**src/rtl/vrr_pkg.sv**
```systemverilog
package vrr_pkg;

  localparam int DATA_W = 16;
  localparam int ADDR_W = 3;

  typedef enum logic [ADDR_W-1:0] {
    A_CTRL  = 3'd0,
    A_MIN   = 3'd1,
    A_MAX   = 3'd2,
    A_FLIP  = 3'd3,
    A_PUSH  = 3'd4,
    A_FIX   = 3'd5,
    A_VBS   = 3'd6,
    A_STAT  = 3'd7
  } reg_addr_e;

  localparam int CTL_EN_BIT   = 0;
  localparam int CTL_IGN_BIT  = 1;
  localparam int CTL_FLIP_BIT = 2;
  localparam int CTL_GB_LSB   = 8;
  localparam int GB_W         = 8;
  localparam int PSH_ARM_BIT  = 0;
  localparam int PSH_SEND_BIT = 1;

  // exit sequence length: guardband, never below one line
  function automatic int exit_len_of(int gb);
    return (gb == 0) ? 1 : gb;
  endfunction

  function automatic int clamp_low(int v);
    return (v < 0) ? 0 : v;
  endfunction

  // first line on which a pending push may start the exit
  function automatic int earliest_line(int min_m1, int flip_m1, bit use_flip, int len);
    int base;
    base = use_flip ? (flip_m1 + 1) : (min_m1 + 2);
    return clamp_low(base - len);
  endfunction

  // line on which the exit is forced
  function automatic int latest_line(int max_m1, int len);
    return clamp_low(max_m1 + 1 - len);
  endfunction

endpackage

```
**src/rtl/vrr_regs.sv**
```systemverilog
module vrr_regs
  import vrr_pkg::*;
#(
  parameter int LW         = 12,
  parameter int DEF_FIX_M1 = 20,
  parameter int DEF_VBS    = 15
) (
  input  logic              clk,
  input  logic              rst_n,
  input  logic              wr_en,
  input  logic [ADDR_W-1:0] wr_addr,
  input  logic [DATA_W-1:0] wr_data,
  input  logic [ADDR_W-1:0] rd_addr,
  output logic [DATA_W-1:0] rd_data,
  input  logic              consume,
  input  logic              live,
  output logic              en,
  output logic              use_flip,
  output logic [GB_W-1:0]   gb,
  output logic [LW-1:0]     min_m1,
  output logic [LW-1:0]     max_m1,
  output logic [LW-1:0]     flip_m1,
  output logic [LW-1:0]     fix_m1,
  output logic [LW-1:0]     vbs,
  output logic              push_send
);

  localparam int PAD = DATA_W - LW;

  logic ign_max;
  logic push_arm;
  logic send_d;

  function automatic logic [DATA_W-1:0] widen(logic [LW-1:0] v);
    return {{PAD{1'b0}}, v};
  endfunction

  // consumption first, then a write may set or clear the send bit
  always_comb begin
    send_d = consume ? 1'b0 : push_send;
    if (wr_en && wr_addr == A_PUSH)
      send_d = wr_data[PSH_ARM_BIT] & (wr_data[PSH_SEND_BIT] | send_d);
  end

  always_ff @(posedge clk or negedge rst_n) begin
    if (!rst_n) begin
      en        <= 1'b0;
      ign_max   <= 1'b0;
      use_flip  <= 1'b0;
      gb        <= '0;
      min_m1    <= '0;
      max_m1    <= '0;
      flip_m1   <= '0;
      fix_m1    <= LW'(DEF_FIX_M1);
      vbs       <= LW'(DEF_VBS);
      push_arm  <= 1'b0;
      push_send <= 1'b0;
    end else begin
      push_send <= send_d;
      if (wr_en) begin
        unique case (wr_addr)
          A_CTRL: begin
            en       <= wr_data[CTL_EN_BIT];
            ign_max  <= wr_data[CTL_IGN_BIT];
            use_flip <= wr_data[CTL_FLIP_BIT];
            gb       <= wr_data[CTL_GB_LSB +: GB_W];
          end
          A_MIN:  min_m1   <= wr_data[LW-1:0];
          A_MAX:  max_m1   <= wr_data[LW-1:0];
          A_FLIP: flip_m1  <= wr_data[LW-1:0];
          A_PUSH: push_arm <= wr_data[PSH_ARM_BIT];
          A_FIX:  fix_m1   <= wr_data[LW-1:0];
          A_VBS:  vbs      <= wr_data[LW-1:0];
          default: ;
        endcase
      end
    end
  end

  always_comb begin
    rd_data = '0;
    unique case (rd_addr)
      A_CTRL: begin
        rd_data[CTL_EN_BIT]             = en;
        rd_data[CTL_IGN_BIT]            = ign_max;
        rd_data[CTL_FLIP_BIT]           = use_flip;
        rd_data[CTL_GB_LSB +: GB_W]     = gb;
      end
      A_MIN:  rd_data = widen(min_m1);
      A_MAX:  rd_data = widen(max_m1);
      A_FLIP: rd_data = widen(flip_m1);
      A_PUSH: begin
        rd_data[PSH_ARM_BIT]  = push_arm;
        rd_data[PSH_SEND_BIT] = push_send;
      end
      A_FIX:  rd_data = widen(fix_m1);
      A_VBS:  rd_data = widen(vbs);
      A_STAT: rd_data[0] = live;
      default: rd_data = '0;
    endcase
  end

endmodule

```
**src/rtl/vrr_window.sv**
```systemverilog
module vrr_window
  import vrr_pkg::*;
#(
  parameter int LW = 12
) (
  input  logic [GB_W-1:0] gb,
  input  logic            use_flip,
  input  logic [LW-1:0]   min_m1,
  input  logic [LW-1:0]   max_m1,
  input  logic [LW-1:0]   flip_m1,
  output logic [LW-1:0]   exit_len,
  output logic [LW-1:0]   early_line,
  output logic [LW-1:0]   late_line
);

  int len_i;

  always_comb begin
    len_i      = exit_len_of(int'(gb));
    exit_len   = LW'(len_i);
    early_line = LW'(earliest_line(int'(min_m1), int'(flip_m1), use_flip, len_i));
    late_line  = LW'(latest_line(int'(max_m1), len_i));
  end

endmodule

```
**src/rtl/vrr_line_ctr.sv**
```systemverilog
module vrr_line_ctr #(
  parameter int LW = 12
) (
  input  logic          clk,
  input  logic          rst_n,
  input  logic          tick,
  input  logic          en_req,
  input  logic [LW-1:0] fix_m1,
  input  logic [LW-1:0] vbs,
  input  logic [LW-1:0] exit_len,
  input  logic [LW-1:0] early_line,
  input  logic [LW-1:0] late_line,
  input  logic          push_send,
  output logic [LW-1:0] line,
  output logic          in_exit,
  output logic          frame_start,
  output logic          latch,
  output logic          live,
  output logic          exit_go
);

  logic [LW-1:0] last_q, last_d, line_inc;
  logic          inx_d, wrap;

  always_comb begin
    exit_go  = live && !in_exit &&
               ((push_send && line >= early_line) || line >= late_line);
    last_d   = exit_go ? (line + exit_len - LW'(1)) : last_q;
    inx_d    = in_exit | exit_go;
    wrap     = live ? (inx_d && line >= last_d) : (line >= fix_m1);
    line_inc = line + LW'(1);
  end

  always_ff @(posedge clk or negedge rst_n) begin
    if (!rst_n) begin
      line        <= '0;
      in_exit     <= 1'b0;
      last_q      <= '0;
      frame_start <= 1'b0;
      latch       <= 1'b0;
      live        <= 1'b0;
    end else begin
      frame_start <= 1'b0;
      latch       <= exit_go;
      in_exit     <= inx_d;
      last_q      <= last_d;
      if (tick) begin
        if (wrap) begin
          line        <= '0;
          frame_start <= 1'b1;
          in_exit     <= 1'b0;
          live        <= en_req;
        end else begin
          line <= line_inc;
          if (!live && line_inc == vbs) latch <= 1'b1;
        end
      end
    end
  end

endmodule

```
**src/rtl/vrr_vtiming.sv**
```systemverilog
module vrr_vtiming
  import vrr_pkg::*;
#(
  parameter int LW         = 12,
  parameter int DEF_FIX_M1 = 20,
  parameter int DEF_VBS    = 15
) (
  input  logic              clk,
  input  logic              rst_n,
  input  logic              line_tick,
  input  logic              wr_en,
  input  logic [ADDR_W-1:0] wr_addr,
  input  logic [DATA_W-1:0] wr_data,
  input  logic [ADDR_W-1:0] rd_addr,
  output logic [DATA_W-1:0] rd_data,
  output logic [LW-1:0]     line_o,
  output logic              vblank_o,
  output logic              frame_start_o,
  output logic              latch_o,
  output logic              vrr_live_o
);

  logic            en, use_flip, push_send, exit_go, in_exit;
  logic [GB_W-1:0] gb;
  logic [LW-1:0]   min_m1, max_m1, flip_m1, fix_m1, vbs;
  logic [LW-1:0]   exit_len, early_line, late_line;

  vrr_regs #(.LW(LW), .DEF_FIX_M1(DEF_FIX_M1), .DEF_VBS(DEF_VBS)) u_regs (
    .clk(clk), .rst_n(rst_n), .wr_en(wr_en), .wr_addr(wr_addr), .wr_data(wr_data),
    .rd_addr(rd_addr), .rd_data(rd_data), .consume(exit_go), .live(vrr_live_o),
    .en(en), .use_flip(use_flip), .gb(gb), .min_m1(min_m1), .max_m1(max_m1),
    .flip_m1(flip_m1), .fix_m1(fix_m1), .vbs(vbs), .push_send(push_send)
  );

  vrr_window #(.LW(LW)) u_win (
    .gb(gb), .use_flip(use_flip), .min_m1(min_m1), .max_m1(max_m1),
    .flip_m1(flip_m1), .exit_len(exit_len), .early_line(early_line),
    .late_line(late_line)
  );

  vrr_line_ctr #(.LW(LW)) u_ctr (
    .clk(clk), .rst_n(rst_n), .tick(line_tick), .en_req(en), .fix_m1(fix_m1),
    .vbs(vbs), .exit_len(exit_len), .early_line(early_line), .late_line(late_line),
    .push_send(push_send), .line(line_o), .in_exit(in_exit),
    .frame_start(frame_start_o), .latch(latch_o), .live(vrr_live_o),
    .exit_go(exit_go)
  );

  assign vblank_o = (line_o >= vbs);

endmodule

```
**config.mk**
```make
export PLATFORM = sky130hd
export DESIGN_NAME = vrr_vtiming
export DESIGN_NICKNAME = d
export VERILOG_FILES = /design/src/rtl/vrr_pkg.sv /design/src/rtl/vrr_regs.sv /design/src/rtl/vrr_window.sv /design/src/rtl/vrr_line_ctr.sv /design/src/rtl/vrr_vtiming.sv
export SDC_FILE = /design/constraint.sdc
export NUM_CORES = 1
export LEC_CHECK = 0
export CORE_ASPECT_RATIO = 0.6
export CORE_MARGIN = 3
export CORE_UTILIZATION = 52
export CTS_BUF_LIST = sky130_fd_sc_hd__clkbuf_4
export DETAILED_ROUTE_END_ITERATION = 10
export GPL_ROUTABILITY_DRIVEN = 1
export PLACE_DENSITY = 0.71
export SKIP_CTS_REPAIR_TIMING = 1
export SYNTH_ARGS = -nofsm -noshare
export SYNTH_HDL_FRONTEND = slang
export SYNTH_SLANG_ARGS = --single-unit
```
**constraint.sdc**
```tcl
create_clock -name clk -period 18.31 [get_ports clk]
set_input_delay 2.7465 -clock clk [delete_from_list [all_inputs] [get_ports clk]]
set_output_delay 2.7465 -clock clk [all_outputs]
set_load 0.01 [all_outputs]
```
Word-level counts from Yosys, hierarchy flattened
Index checks and enable logic that the tools add are counted.

Add/sub/neg operators: 8. Order comparisons: 7. Eq/ne operators: 14. Multiplexer cells: 21. Bitwise logic cells: 3. Reduce and logical (&&, ||, !) cells: 20.

Operator list (number): < comparator 32 x 1 -> 1 bit (second input constant) (2); greater-or-equal comparator 12 bit (5); 2-to-1 mux 12 bit (4); one-hot mux 8 bit (6 select lines) (1); 2-to-1 mux 32 bit (1); subtractor 32 x 9 -> 32 bit (1); adder 12 x 1 -> 13 bit (second input constant) (2); one-hot mux 5 bit (5 select lines) (1); == test 3 bit (second input constant) (7); AND reduction 2 bit (8); subtractor 13 x 8 -> 14 bit (1); adder 12 x 2 -> 13 bit (second input constant) (1); adder 12 x 1 -> 12 bit (second input constant) (1); adder 12 x 8 -> 12 bit (1); == test 12 bit (1); == test 3 x 2 -> 1 bit (second input constant) (4); subtractor 12 x 1 -> 12 bit (second input constant) (1); 2-to-1 mux 1 bit (10); zero test 8 bit (1); 2-to-1 mux 8 bit (1); one-hot mux 1 bit (8 select lines) (1); one-hot mux 1 bit (7 select lines) (1); == test 3 x 1 -> 1 bit (second input constant) (2); logical AND 1 bit (6); 6 further kinds (9).

Register bits after elaboration: 101. Input port bits: 26. Output and inout port bits: 32.

Longest topological paths before layout
Gate-level depths: netlist of the first run.

Depth after elaboration: 15. Mapped depth: 31. Mapped depth without buffers: 28.

Cells and area by module
A second synthesis of the first run with hierarchy kept.

Cells, all modules: 991. Area, all modules: 9110.0 µm².

Modules (own cells, without submodules): vrr_line_ctr (instances 1, cells each 417, area each 3477.1 µm², seq. area each 700.7 µm²); vrr_regs (instances 1, cells each 252, area each 3422.0 µm², seq. area each 1834.3 µm²); vrr_window (instances 1, cells each 283, area each 1903.1 µm², seq. area each 0.0 µm²); vrr_vtiming (instances 1, cells each 39, area each 307.8 µm², seq. area each 0.0 µm²).

Worst setup path before layout of the first run
No wires, ideal clock.

Path kind: input -> output. Start: input rd_addr[2]. End: output rd_data[1]. Arrival: 4020 ps. Required time: 15563 ps. Slack: 11543 ps. Cell stages on the path: 5. Buffers on the path: 2. Path through: clkbuf_1 > buf_1 > mux2i_1 > o21ai_0 > mux2_2.

Cells in the longest elaborated chain, start to end: 2.

RTL lines: from (decl) (line vrr_vtiming.sv:14) `input logic [ADDR_W-1:0] rd_addr,`; == test 3 bit (tied with other cells) (line vrr_regs.sv:82) `unique case (rd_addr)`; one-hot mux 1 bit (7 select lines) * (line vrr_regs.sv:82); to (decl) (line vrr_vtiming.sv:15) `output logic [DATA_W-1:0] rd_data,`.

Every way passes the cells marked *; elsewhere a longest branch is shown, timed or not.

Final worst setup path of the first run
Start: register u_regs.use_flip. End: register u_ctr.latch.

Cells in the longest elaborated chain, start to end: 14.

RTL lines: from (decl) (line vrr_regs.sv:18) `output logic use_flip,`; from (signal assigned) (line vrr_regs.sv:65) `use_flip <= wr_data[CTL_FLIP_BIT];`; 2-to-1 mux 32 bit * (line vrr_pkg.sv:37) `base = use_flip ? (flip_m1 + 1) : (min_m1 + 2);`; subtractor 32 x 9 -> 32 bit * (line vrr_pkg.sv:38) `return clamp_low(base - len);`; < comparator 32 x 1 -> 1 bit (line vrr_pkg.sv:31) `return (v < 0) ? 0 : v;`; 2-to-1 mux 12 bit * (line vrr_pkg.sv:31); greater-or-equal comparator 12 bit * (line vrr_line_ctr.sv:27) `((push_send && line >= early_line) || line >= late_line);`; logical AND 1 bit * (line vrr_line_ctr.sv:27); logical OR 1 bit * (line vrr_line_ctr.sv:27); logical AND 1 bit * (line vrr_line_ctr.sv:26) `exit_go = live && !in_exit &&`; 2-to-1 mux 12 bit * (line vrr_line_ctr.sv:28) `last_d = exit_go ? (line + exit_len - LW'(1)) : last_q;`; via u_ctr.last_d[9] (line vrr_line_ctr.sv:22) `logic [LW-1:0] last_q, last_d, line_inc;`; greater-or-equal comparator 12 bit * (line vrr_line_ctr.sv:30) `wrap = live ? (inx_d && line >= last_d) : (line >= fix_m1);`; logical AND 1 bit * (line vrr_line_ctr.sv:30); 2-to-1 mux 1 bit * (line vrr_line_ctr.sv:30); 2-to-1 mux 1 bit * (line vrr_line_ctr.sv:48) `if (wrap) begin`; 2-to-1 mux 1 bit * (line vrr_line_ctr.sv:47) `if (tick) begin`; to (signal assigned) (line vrr_line_ctr.sv:44) `latch <= exit_go;`; to (decl) (line vrr_line_ctr.sv:17) `output logic latch,`.

Mark *: on every way through the listed nets, which the timed path passes. The rest lies on a longest branch. A chain may end at the register's enable or synchronous reset.

==> qor.csv, run 1 <==
stage,metric,value,unit
run_status,status,completed,
finish,diodes,0,
sta,hold_viol,0,
power_and_ir_drop,leakage,4.29,nW
route,drt_first_pass_iters,5,
sta,rsz0062_at_grt,no,
finish,multi_input_area,5460,µm²
logic_synthesis,yosys-top-cells-area,"dfrtp_1 (28%), ha_1 (16%), mux2_2 (8.5%)",
finish,stdcell_count,1188,
place,place_congestion,1.02,
global_route,grt_pass1_vias,6798,
setup_path,crit_arrival,8910,ps
route,drc,0,
hold_path,hp-class,reg -> reg,
global_route,grt_remaining_overflow,0,
finish,regArea,2530,µm²
logic_synthesis,synth_seq_cells,101,
floorplan,die-area,17900,µm²
job,drv_cap,0,
place,numPortBuffers,57,
clock_tree,cts_buffers,9,
clock_tree,cts_buffer_depth,2,
logic_synthesis,synth_edf_count,0,
sta,slew_headroom,20.6,%
sta,worst_slew_pin_slew,1180,ps
place,dpl.cell_count,1172,
logic_synthesis,yosys_warnings,0,
setup_path,cp.required,18700,ps
global_route,grt_max_degree,68,
global_route,antenna_found_initial,1,
clock_tree,cts_root_buffer,clkbuf_4,
setup_path,path_max_fanout,24,
logic_synthesis,ys_types,62,
floorplan,die_w,171,µm
clock_tree,clk_latency,500,ps
finish,fin_nets,1117,
finish,drive_above_1_share,10.8,%
setup_path,cpMostUsedCell,ha_1,
floorplan,rows,35,
logic_synthesis,yosysTopAreaCell,dfrtp_1,
setup_path,cp-start-kind,register,
route,routed-via-count,7321,
logic_synthesis,syn-num-nets,1073,
logic_synthesis,synth_top_area_share,28.1,%
logic_synthesis,async_flop_share,100,%
global_route,grt_pass1_wl,39.5,mm
route,ant_nets,0,
floorplan,chipHeight,105,µm
clock_tree,cts-htree-levels,3,
finish,syn_to_final_growth,10.7,%
clock_tree,cts_tree,done,
logic_synthesis,avgSynthCellArea,9.03,µm²
setup_path,max_stage_delay,870,ps
floorplan,io_pins,58,
setup_path,crit_path_end_kind,register,
place,dp_hpwl,19.7,mm
sta,slew_violations,0,
clock_tree,clk_pin_slew_worst_paths,200,ps
floorplan,core-area,15600,µm²
route,drt_iter0_markers,936,
power_and_ir_drop,ir_drop,0.0000698,V
power_and_ir_drop,p_per_area,148,nW/µm²
clock_tree,numClockSinks,101,
global_route,grt_usage,28.6,%
route,finalWirelength,25.4,mm
logic_synthesis,syn_inst,936,
logic_synthesis,synth_ff_type,dfrtp_1,
setup_path,crit_slowest_cell,dfrtp_1,
route,via_per_inst,6.16,
setup_path,crit_family,compound AO/OA/AOI/OAI gates,
sta,finalCritPeriodShare,46.5,%
logic_synthesis,syn-cell-area,8450,µm²
sta,setup-tns-final,0,ps
route,avgRoutedWirePerCell,21.4,µm
sta,skew,35.7,ps
floorplan,start_util,54.0,%
power_and_ir_drop,p_total,1.39,mW
finish,post-route-cell-area,9350,µm²
sta,finalCriticalPeriod,8520,ps
place,placed_cell_area,9210,µm²
setup_path,cp_num_buf_inv,2,
finish,fillers,1379,
setup_path,crit_type,reg -> reg,
finish,utilization,59.8,%
logic_synthesis,synth.yosys.seq_area_share,30.0,%
sta,max_freq,0.117,GHz
sta,setup_violations,0,
## cell families (layout without fill, tap and decap cells)
family,after synthesis,in the layout,share of synthesized area (%)
buf+inv,121,170,5.44
fa+ha+maj,111,111,16.7
simple gates,252,252,14.9
mux,88,88,11.5
xor+xnor,52,52,5.39
flops,101,101,30.0
compound gates,211,211,16.0
## state kept, by name, indices dropped and copies added (netlist names), 8 cells and up
signal,cells
u_regs.gb,8
u_regs.fix_m1,12
u_regs.vbs,12
u_ctr.line,12
u_ctr.last_q,12
u_regs.min_m1,12
u_regs.flip_m1,12
u_regs.max_m1,12
## final timing paths
check,start,to,slack (ps),cells past startpoint
setup reg to reg,u_regs.use_flip$_DFFE_PN0P_,u_ctr.latch$_DFF_PN0_,9790,26
hold reg to reg,u_ctr.last_q[10]$_DFF_PN0_,u_ctr.last_q[10]$_DFF_PN0_,500,2
min in group asynchronous,rst_n,u_regs.gb[6]$_DFFE_PN0P_,2180,1
hold / removal,u_ctr.last_q[10]$_DFF_PN0_,u_ctr.last_q[10]$_DFF_PN0_,500,2
max in group asynchronous,rst_n,u_regs.fix_m1[10]$_DFFE_PN0P_,14840,2
setup / recovery,u_regs.use_flip$_DFFE_PN0P_,u_ctr.latch$_DFF_PN0_,9790,26
## area by class of cell
cell class,count,share of cell area [%]
multi-input cells,714,58.4
inverters,90,3.61
flip-flops and latches,101,27.1
clock buffers,9,0.722
clock inverters,7,0.789
repair buffers,64,6.64
well taps,203,2.72
## routing by layer
layer	vias to the layer above	GRT usage, %	part of all wire (%)
met5	-	0	0.028
met3	31	9.45	12
li1	3440	-	-
met2	349	35.8	37
met4	2	4.11	1.3
met1	3499	47.1	49
## where the power goes
part | switching [mW] | internal (mW)
clock network | 0.0935 | 0.0325
registers | 0.110 | 0.285
logic | 0.471 | 0.395
## worst reg2reg max path, delay by kind of cell, from the launching register on
family | cells | cell delay, ps
mux | 3 | 990
simple gates | 4 | 1190
fa+ha+maj | 3 | 800
compound gates | 14 | 4180
buf+inv | 2 | 380
flops | 1 | 870
## synthesized netlist by cell type (14+ instances only)
cell type,number
o21ai_0,59
nor2_1,44
nor3_1,25
mux2i_1,23
clkbuf_1,23
mux2_2,64
a21oi_1,51
xor2_1,18
ha_1,108
o22ai_1,14
inv_1,90
nand3_1,24
dfrtp_1,95
nand2_1,86
xnor2_1,34
## through the flow
| step | hold slack (ps) | worst slack [ps] |
|---|---|---|
| after floorplan | 443 | 11540 |
| after global placement | 460 | 10100 |
| after detailed placement | 466 | 9950 |
| after CTS | 504 | 9910 |
| after global routing | 530 | 8900 |
| final | 503 | 9790 |
## placed cells by master (no fill, tap or decap), drive strengths merged, types with 10 or more instances in the layout
cell type	count
a211oi	10
a21oi	51
a31oi	13
clkdlybuf4s50	56
dfrtp	95
ha	108
inv	94
mux2	64
mux2i	23
nand2	86
nand3	24
nor2	44
nor2b	14
nor3	25
o21ai	59
o22ai	14
xnor2	34
xor2	18
No activity file was read; power rests on OpenSTA's default activity.
==> run 2, diff against run 1 <==
==> constraint.sdc (replaced) <==
create_clock -name clk -period 8.42 [get_ports clk]
set_input_delay 1.263 -clock clk [delete_from_list [all_inputs] [get_ports clk]]
set_output_delay 1.263 -clock clk [all_outputs]
set_load 0.01 [all_outputs]
==> run 2 against run 1 <==
Compared with the run above: cell count grew 0.34%; non-clock buffer count up 4; total power up 120%; flip-flop and latch count did not move; global-route usage rose by 0.80 points; fmax is 12% higher; routed wire length rose by 1.9%; core utilization is 0.33 points higher; design area is 0.55% higher; via count grew 0.83%.
==> qor.csv, run 2 (synthesis results as in run 1) <==
stage,metric,value,unit
clock_tree,clk_pin_slew_worst_paths,190,ps
finish,multi_input_area,5470,µm²
setup_path,reg2reg_from,u_regs.gb[5]$_DFFE_PN0P_,
place,dp_hpwl,20.4,mm
place,place_congestion,0.941,
sta,slew_headroom,33.5,%
hold_path,hp-class,reg -> reg,
sta,finalCriticalPeriod,7600,ps
finish,regArea,2530,µm²
clock_tree,clk_latency,500,ps
route,finalWirelength,25.9,mm
route,drt_iter0_markers,849,
route,avgRoutedWirePerCell,21.7,µm
floorplan,core-area,15600,µm²
sta,finalCritPeriodShare,90.3,%
route,via_per_inst,6.19,
job,drv_cap,0,
finish,post-route-cell-area,9400,µm²
clock_tree,cts_buffers,9,
setup_path,cp.required,8810,ps
finish,drive_above_1_share,11.3,%
setup_path,crit_path_end,u_ctr.latch$_DFF_PN0_,
setup_path,path_max_fanout,21,
run_status,status,completed,
setup_path,crit_path_end_kind,register,
floorplan,start_util,54.0,%
sta,max_freq,0.132,GHz
setup_path,crit_type,reg -> reg,
route,ant_nets,0,
clock_tree,cts-htree-levels,3,
power_and_ir_drop,ir_drop,0.000137,V
place,numPortBuffers,57,
clock_tree,cts_tree,done,
clock_tree,numClockSinks,101,
setup_path,max_stage_delay,480,ps
global_route,grt_usage,29.4,%
sta,worst_slew_pin_slew,992,ps
finish,diodes,0,
global_route,grt_pass1_wl,40.1,mm
setup_path,reg2reg_slack,820,ps
route,routed-via-count,7382,
finish,mostFrequentLayoutCell,ha_1,
setup_path,crit_slowest_cell,dfrtp_1,
setup_path,cp_num_buf_inv,1,
finish,syn_to_final_growth,11.3,%
power_and_ir_drop,p_per_area,327,nW/µm²
clock_tree,cts_root_buffer,clkbuf_4,
route,drt_first_pass_iters,5,
floorplan,chipHeight,105,µm
setup_path,crit_arrival,7990,ps
global_route,grt_pass1_vias,6727,
sta,setup-tns-final,0,ps
setup_path,cp-start-kind,register,
sta,slew_violations,0,
setup_path,crit_family,compound AO/OA/AOI/OAI gates,
power_and_ir_drop,leakage,4.31,nW
setup_path,rr_endpoint,u_ctr.latch$_DFF_PN0_,
sta,hold_viol,0,
floorplan,die_w,171,µm
global_route,antenna_found_initial,0,
global_route,grt_remaining_overflow,0,
setup_path,crit_path_start,u_regs.gb[5]$_DFFE_PN0P_,
floorplan,rows,35,
setup_path,r2r_cells,28,
floorplan,io_pins,58,
place,placed_cell_area,9230,µm²
sta,skew,38.1,ps
clock_tree,cts_buffer_depth,2,
sta,rsz0062_at_grt,no,
finish,fillers,1414,
sta,setup_violations,0,
finish,final_cell_mix,"ha_1 (108), dfrtp_1 (95), inv_1 (90)",
global_route,grt_max_degree,68,
route,drc,0,
setup_path,worstSetupPathDepth,28,
finish,fin_nets,1121,
floorplan,die-area,17900,µm²
[run 2: cell count changes in the layout (fill, tap and decap cells not counted), sizes merged]
cell,before,now
clkinv,3,4
inv,94,93
buf,8,12
[run 2: layer usage]
| metal | GRT usage [%] | routed length, µm |
|---|---|---|
| met2 | 36.8 | 9750 |
| met3 | 7.60 | 2790 |
| met5 | 0 | 0 |
| met1 | 50.0 | 13100 |
| met4 | 3.70 | 209 |
[run 2: area by class of cell]
class | instances | area share [%]
clock buffers | 9 | 0.718
well taps | 203 | 2.70
clock inverters | 7 | 0.918
multi-input cells | 714 | 58.2
repair buffers | 68 | 6.92
flip-flops and latches | 101 | 27.0
inverters | 90 | 3.59
[run 2: power by group]
part / switching, mW / total, mW / internal, mW
Combinational: 1.07 / 1.94 / 0.867
Clock: 0.206 / 0.279 / 0.0730
Sequential: 0.237 / 0.857 / 0.619
Total: 1.52 / 3.08 / 1.56
[run 2: how the worst min path moves through the flow]
stage                                           from                         end  slack (ps)  depth (start not counted)
after floorplan           u_ctr.last_q[10]$_DFF_PN0_  u_ctr.last_q[10]$_DFF_PN0_         440                          2
after global placement    u_ctr.last_q[10]$_DFF_PN0_  u_ctr.last_q[10]$_DFF_PN0_         460                          2
after detailed placement  u_ctr.last_q[10]$_DFF_PN0_  u_ctr.last_q[10]$_DFF_PN0_         470                          2
after CTS                 u_ctr.last_q[10]$_DFF_PN0_  u_ctr.last_q[10]$_DFF_PN0_         500                          2
after global routing      u_ctr.last_q[10]$_DFF_PN0_  u_ctr.last_q[10]$_DFF_PN0_         540                          2
final                     u_ctr.last_q[10]$_DFF_PN0_  u_ctr.last_q[10]$_DFF_PN0_         500                          2
[run 2: through the flow]
stage                     worst slack (ps)  instances  util, %  hold slack, ps  power (mW)
after floorplan                       1950        936        -             443        2.15
after detailed placement               695       1175     59.1             465        2.74
after global placement                1000       1175     59.1             461        2.70
final                                  819       1192     60.2             501        3.08
after global routing                   327       1192     60.2             539        3.35
after CTS                              547       1191     60.0             502        3.03
[run 2: tightest hold or removal path: cells and delay by family (launching register included)]
family	cells	cell delay [ps]
DFF	1	360
AOI/OAI and AO/OA	1	60
and+or+nand+nor	1	60
